[src/rtl/ctrl_decode.sv]
module ctrl_decode (
  input  logic [5:0] opcode,
  input  logic [5:0] funct,
  input  logic       zero,
  output logic       ext_sign,
  output logic       b_imm,
  output logic [3:0] alu_op,
  output logic       mem_we,
  output logic       reg_we,
  output logic [1:0] wb_sel,
  output logic [1:0] dst_sel,
  output logic [1:0] pc_sel,
  output logic       illegal
);

  localparam logic [3:0] A_ADD = 4'd0, A_SUB = 4'd1, A_AND = 4'd2, A_OR  = 4'd3,
                         A_XOR = 4'd4, A_NOR = 4'd5, A_SLT = 4'd6, A_SLTU = 4'd7,
                         A_SLL = 4'd8, A_SRL = 4'd9, A_SRA = 4'd10;
  localparam logic [1:0] WB_ALU = 2'd0, WB_MEM = 2'd1, WB_PC = 2'd2;
  localparam logic [1:0] D_RT = 2'd0, D_RD = 2'd1, D_LINK = 2'd2;
  localparam logic [1:0] P_SEQ = 2'd0, P_BR = 2'd1, P_REG = 2'd2, P_ABS = 2'd3;

  logic [3:0] r_op;
  logic       r_ok;

  always_comb begin
    r_ok = 1'b1;
    case (funct)
      6'b100001: r_op = A_ADD;
      6'b100011: r_op = A_SUB;
      6'b100100: r_op = A_AND;
      6'b100101: r_op = A_OR;
      6'b100110: r_op = A_XOR;
      6'b100111: r_op = A_NOR;
      6'b101010: r_op = A_SLT;
      6'b101011: r_op = A_SLTU;
      6'b000000: r_op = A_SLL;
      6'b000010: r_op = A_SRL;
      6'b000011: r_op = A_SRA;
      default: begin r_op = A_ADD; r_ok = 1'b0; end
    endcase
  end

  always_comb begin
    ext_sign = 1'b1;
    b_imm    = 1'b0;
    alu_op   = A_ADD;
    mem_we   = 1'b0;
    reg_we   = 1'b0;
    wb_sel   = WB_ALU;
    dst_sel  = D_RT;
    pc_sel   = P_SEQ;
    illegal  = 1'b0;
    case (opcode)
      6'b000000: begin
        if (funct == 6'b001000) begin
          pc_sel = P_REG;
        end else if (funct == 6'b001001) begin
          pc_sel  = P_REG;
          reg_we  = 1'b1;
          wb_sel  = WB_PC;
          dst_sel = D_LINK;
        end else if (r_ok) begin
          alu_op  = r_op;
          reg_we  = 1'b1;
          dst_sel = D_RD;
        end else begin
          illegal = 1'b1;
        end
      end
      6'b001001, 6'b001010, 6'b001011: begin
        b_imm  = 1'b1;
        reg_we = 1'b1;
        alu_op = (opcode[1:0] == 2'b01) ? A_ADD :
                 (opcode[1:0] == 2'b10) ? A_SLT : A_SLTU;
      end
      6'b001100, 6'b001101, 6'b001110: begin
        ext_sign = 1'b0;
        b_imm    = 1'b1;
        reg_we   = 1'b1;
        alu_op   = (opcode[1:0] == 2'b00) ? A_AND :
                   (opcode[1:0] == 2'b01) ? A_OR : A_XOR;
      end
      6'b100011: begin
        b_imm  = 1'b1;
        reg_we = 1'b1;
        wb_sel = WB_MEM;
      end
      6'b101011: begin
        b_imm  = 1'b1;
        mem_we = 1'b1;
      end
      6'b000100, 6'b000101: begin
        alu_op = A_SUB;
        pc_sel = (zero ^ opcode[0]) ? P_BR : P_SEQ;
      end
      6'b000010: pc_sel = P_ABS;
      6'b000011: begin
        pc_sel  = P_ABS;
        reg_we  = 1'b1;
        wb_sel  = WB_PC;
        dst_sel = D_LINK;
      end
      default: illegal = 1'b1;
    endcase
  end

  always_comb begin

    store_no_regwr_chk: assert (!(mem_we && reg_we));

    illegal_quiet_chk: assert (!illegal || (!mem_we && !reg_we && pc_sel == P_SEQ));

    link_dst_chk: assert (wb_sel != WB_PC || (dst_sel == D_LINK && reg_we));

    branch_src_chk: assert (pc_sel != P_BR || opcode[5:1] == 5'b00010);

    mem_path_chk: assert (wb_sel != WB_MEM || (b_imm && opcode == 6'b100011));
  end

endmodule

[config.mk]
export PLATFORM = sky130hd
export DESIGN_NAME = ctrl_decode
export DESIGN_NICKNAME = d
export VERILOG_FILES = /design/src/rtl/ctrl_decode.sv
export SDC_FILE = /design/constraint.sdc
export NUM_CORES = 1
export LEC_CHECK = 0
export ABC_CLOCK_PERIOD_IN_PS = 2600
export BUFFER_PORTS_ARGS = -buffer_cell sky130_fd_sc_hd__buf_2
export CAP_MARGIN = 25
export CORE_AREA = 2 2 39 41
export DETAILED_ROUTE_END_ITERATION = 6
export DIE_AREA = 0 0 41 43
export PLACE_DENSITY = 0.76
export SETUP_SLACK_MARGIN = 0.15
export SLEW_MARGIN = 20
export SYNTH_ARGS = -nofsm -noshare
export SYNTH_HDL_FRONTEND = slang
export SYNTH_SLANG_ARGS = --single-unit
[constraint.sdc]
create_clock -name vclk -period 2.6
set_input_delay 0.26 -clock vclk [all_inputs]
set_output_delay 0.26 -clock vclk [all_outputs]
set_load 0.005 [all_outputs]
* Word-level counts from Yosys, hierarchy flattened
Index checks and enable logic that the tools add are counted.
** Operators by class
- $add $sub $neg :: 0
- Multipliers :: 0
- Div/mod/pow operators :: 0
- Magnitude comparators :: 0
- Equality and inequality tests :: 26
- Shift-type cells :: 0
- Multiplexer cells :: 31
- Bitwise logic cells :: 1
- Reductions and logical operators :: 11
** Operator list (count)
- $eq A6 B6 Y1 const B :: 10
- $eq A6 B4 Y1 const B :: 8
- $pmux W4 S10 :: 1
- $eq A6 B2 Y1 const B :: 4
- $pmux W4 S4 :: 1
- $reduce_or A8 Y1 :: 2
- $mux W1 :: 13
- $eq A6 B3 Y1 const B :: 2
- $logic_not A6 Y1 :: 2
- $mux W4 :: 3
- $pmux W2 S3 :: 2
- $reduce_or A12 Y1 :: 1
- $reduce_or A11 Y1 :: 1
- $mux W2 :: 5
- $mux W3 :: 3
- $reduce_or A3 Y1 :: 2
- $pmux W1 S2 :: 2
- $pmux W2 S2 :: 1
- $reduce_or A2 Y1 :: 2
- $eq A2 B1 Y1 const B :: 1
- $eq A2 B2 Y1 const B :: 1
- $logic_not A2 Y1 :: 1
- $xor A1 B1 Y1 :: 1
** Storage, ports and cells
- Register bits :: 0
- Latch bits :: 0
- Memory bits (writable) :: 0
- Memory bits (read-only) :: 0
- Input port bits :: 13
- Output and inout bits :: 15
- Word-level logic and storage cells :: 69
- Memories kept :: 0

* Depth between registers and ports, before layout
- Word-level depth :: 7
- Gate-level depth with buffers :: 6
- Depth with buffers taken out :: 6

* Worst setup path before layout
No wires, ideal clock.
- Path type :: input-to-output
- Start :: in opcode[0]
- End :: out illegal
- Data arrival time :: 1.452 ns
- Data required time :: 2.340 ns
- Slack :: 0.888 ns
- Stages on the path :: 6
- Path buffers :: 0
- Path through :: inv_1 ha_1 or2_1 o2111ai_1 o211ai_1 o2bb2ai_1
** On the way
- Cells in the longest elaborated chain, start to end :: 3
- Elaborated cells between the ends (all ways) :: 15
- Those cells by class :: eq/ne (12); mux (1); reduce/logical (2)
** RTL lines
- from (decl) :: RTL line 2 : input logic [5:0] opcode,
- $eq A6 B2 Y1, or another cell as far along :: RTL line 54 : case (opcode)
- $reduce_or A12 Y1 (no source line)
- $pmux W1 S2 * :: RTL line 54
- to (decl) :: RTL line 13 : output logic illegal
Every way passes the cells marked *; elsewhere a longest branch is shown, timed or not.

* Worst setup path in the final report
Same ends and word-level chain as after synthesis.

==> impl_metrics.env <==
export IMPL_outcome="finished clean"
export IMPL_worstMarginPinSlew_ns=0.368
export IMPL_drc=0
export IMPL_grt_max_degree=10
export IMPL_seq_cell_count=0
export IMPL_finalSetupViolCount=0
export IMPL_grt_pass1_vias=527
export IMPL_fill_cells=145
export IMPL_leakagePower_nw=0.310
export IMPL_hp_class="in2out"
export IMPL_grt_setup_unrepaired="no"
export IMPL_dr_pass1_iters=4
export IMPL_yosysWarningCount=0
export IMPL_io_pins=28
export IMPL_yosys_top_cells_area="ha_1 9.6%, nor4_4 8.2%, a2111oi_4 5.3%"
export IMPL_min_from="funct[3]"
export IMPL_hold_buffers=0
export IMPL_finalWirelength_um=1400
export IMPL_grt_ovfl_total=0
export IMPL_use_met1_pct=21.8
export IMPL_cp_arrival_ns=1.80
export IMPL_hold_violations=0
export IMPL_min_to="alu_op[3]"
export IMPL_place_congestion=0.842
export IMPL_antenna_found_initial=0
export IMPL_fin_crit_sh_pct=79.2
export IMPL_netlist_area_leader_share_pct=9.64
export IMPL_clock_fmax_ghz=0.486
export IMPL_synthCells=66
export IMPL_die_w_um=41
export IMPL_synth_common_cells="5 x inv_1, 4 x ha_1, 4 x o21ai_0"
export IMPL_use_met2_pct=28.7
export IMPL_yosysMostFrequentCell="inv_1"
export IMPL_post_place_ws_ns=0.580
export IMPL_ir_drop_uv=55.7
export IMPL_layoutNonFillerInstCount=109
export IMPL_drv_slew=0
export IMPL_dieHeight_um=43
export IMPL_first_iter_violations=10
export IMPL_die_area_um2=1760
export IMPL_start_util_pct=37.5
export IMPL_post_cts_buffers=0
export IMPL_fin_nets=112
export IMPL_grt_use_total_pct=16.4
export IMPL_drive_gt1_share_pct=45.2
export IMPL_place_port_buffers=28
export IMPL_synth_area_per_cell_um2=7.87
export IMPL_dp_hpwl_um=1160
export IMPL_power_density_nw_per_um2=118
export IMPL_critPathRequiredTime_ns=2.34
export IMPL_post_drt_via_cell_ratio=5.58
export IMPL_grt_pass1_wl_um=2150
export IMPL_grt_busiest_layer="met2"
export IMPL_hold_depth=3
export IMPL_wl_per_cell_um=12.8
export IMPL_place_inst=109
export IMPL_area_delta_synth_final_pct=29.9
export IMPL_startpoint="opcode[0]"
export IMPL_grt_use_met3_pct=0
export IMPL_regArea_um2=0
export IMPL_maxCapViolCount=0
export IMPL_path_max_fanout=5
export IMPL_critPathCaptureType="primary output"
export IMPL_antennaDiodeCount=0
export IMPL_vias=608
export IMPL_cts_resized=0
export IMPL_ys_seq_area_share_pct=0
export IMPL_ant_nets=0
export IMPL_rows=14
export IMPL_finalSetupTns_ns=0
export IMPL_nClkBuffers=0
export IMPL_critPathKind="in2out"
export IMPL_syn_area_um2=519
export IMPL_period_needed_ns=2.06
export IMPL_start_kind="input port"
export IMPL_yosysTopAreaCell="ha_1"
export IMPL_synth_distinct_cells=42
export IMPL_core_area_um2=1380
export IMPL_synth_nets=83
export IMPL_worst_slack_ns=0.541
export IMPL_slew_limit_headroom_pct=75.5
-- worst max path at each step --
stage | slack, ns | to
floorplan | 0.89 | illegal
global placement | 0.67 | alu_op[2]
detailed placement | 0.58 | illegal
CTS | 0.57 | illegal
global route | 0.44 | illegal
finish | 0.54 | illegal
-- per-stage QoR --
stage | power (mW) | instance area (µm²) | utilization, % | hold slack, ns
global placement | 0.0775 | 674 | 48.7 | 0.869
finish | 0.0797 | 674 | 48.7 | 0.880
detailed placement | 0.0791 | 674 | 48.7 | 0.876
floorplan | 0.0444 | 519 | - | 0.545
CTS | 0.0797 | 674 | 48.7 | 0.876
global route | 0.0875 | 674 | 48.7 | 0.897
-- critical path, stage by stage --
cell	delay, ns
buf_2	0.12
inv_1	0.07
ha_1	0.26
or2_1	0.26
o2111ai_1	0.34
o211ai_1	0.20
o2bb2ai_1	0.16
buf_2	0.13
-- report_power, final --
group | leakage [nW] | internal, mW | switching (mW) | total (mW)
Sequential | 0 | 0 | 0 | 0
Clock | 0 | 0 | 0 | 0
Combinational | 0.310 | 0.0333 | 0.0464 | 0.0797
-- per-layer routing --
layer | wire length, µm | share of wire (%)
met4 | 0 | 0
met5 | 0 | 0
met1 | 616 | 44
met2 | 703 | 50
met3 | 75 | 5.4
-- cell usage in the layout (no fill, tap or decap), types with 3 or more instances in the layout --
master | netlist | final
buf_2 | 1 | 28
ha_1 | 4 | 4
inv_1 | 5 | 5
nand3_1 | 3 | 3
nand4_1 | 3 | 3
nor2_1 | 3 | 3
nor3_1 | 3 | 3
o21ai_0 | 4 | 4
-- layout make-up --
type	instances	area, µm²	share of cell area [%]
multi-input cells	59	492	72.9
repair buffers	28	140	20.8
inverters	6	22.5	3.34
well taps	16	20.0	2.97
-- cells by family after synthesis --
kind of cell / share of synthesized area, %
and+or+nand+nor: 44.3
AOI/OAI and AO/OA: 35.7
buffers and inverters: 5.30
adders and majority gates: 9.64
xor gates and xnor gates: 5.06
Note: power is estimated with default switching activity, not from simulation.
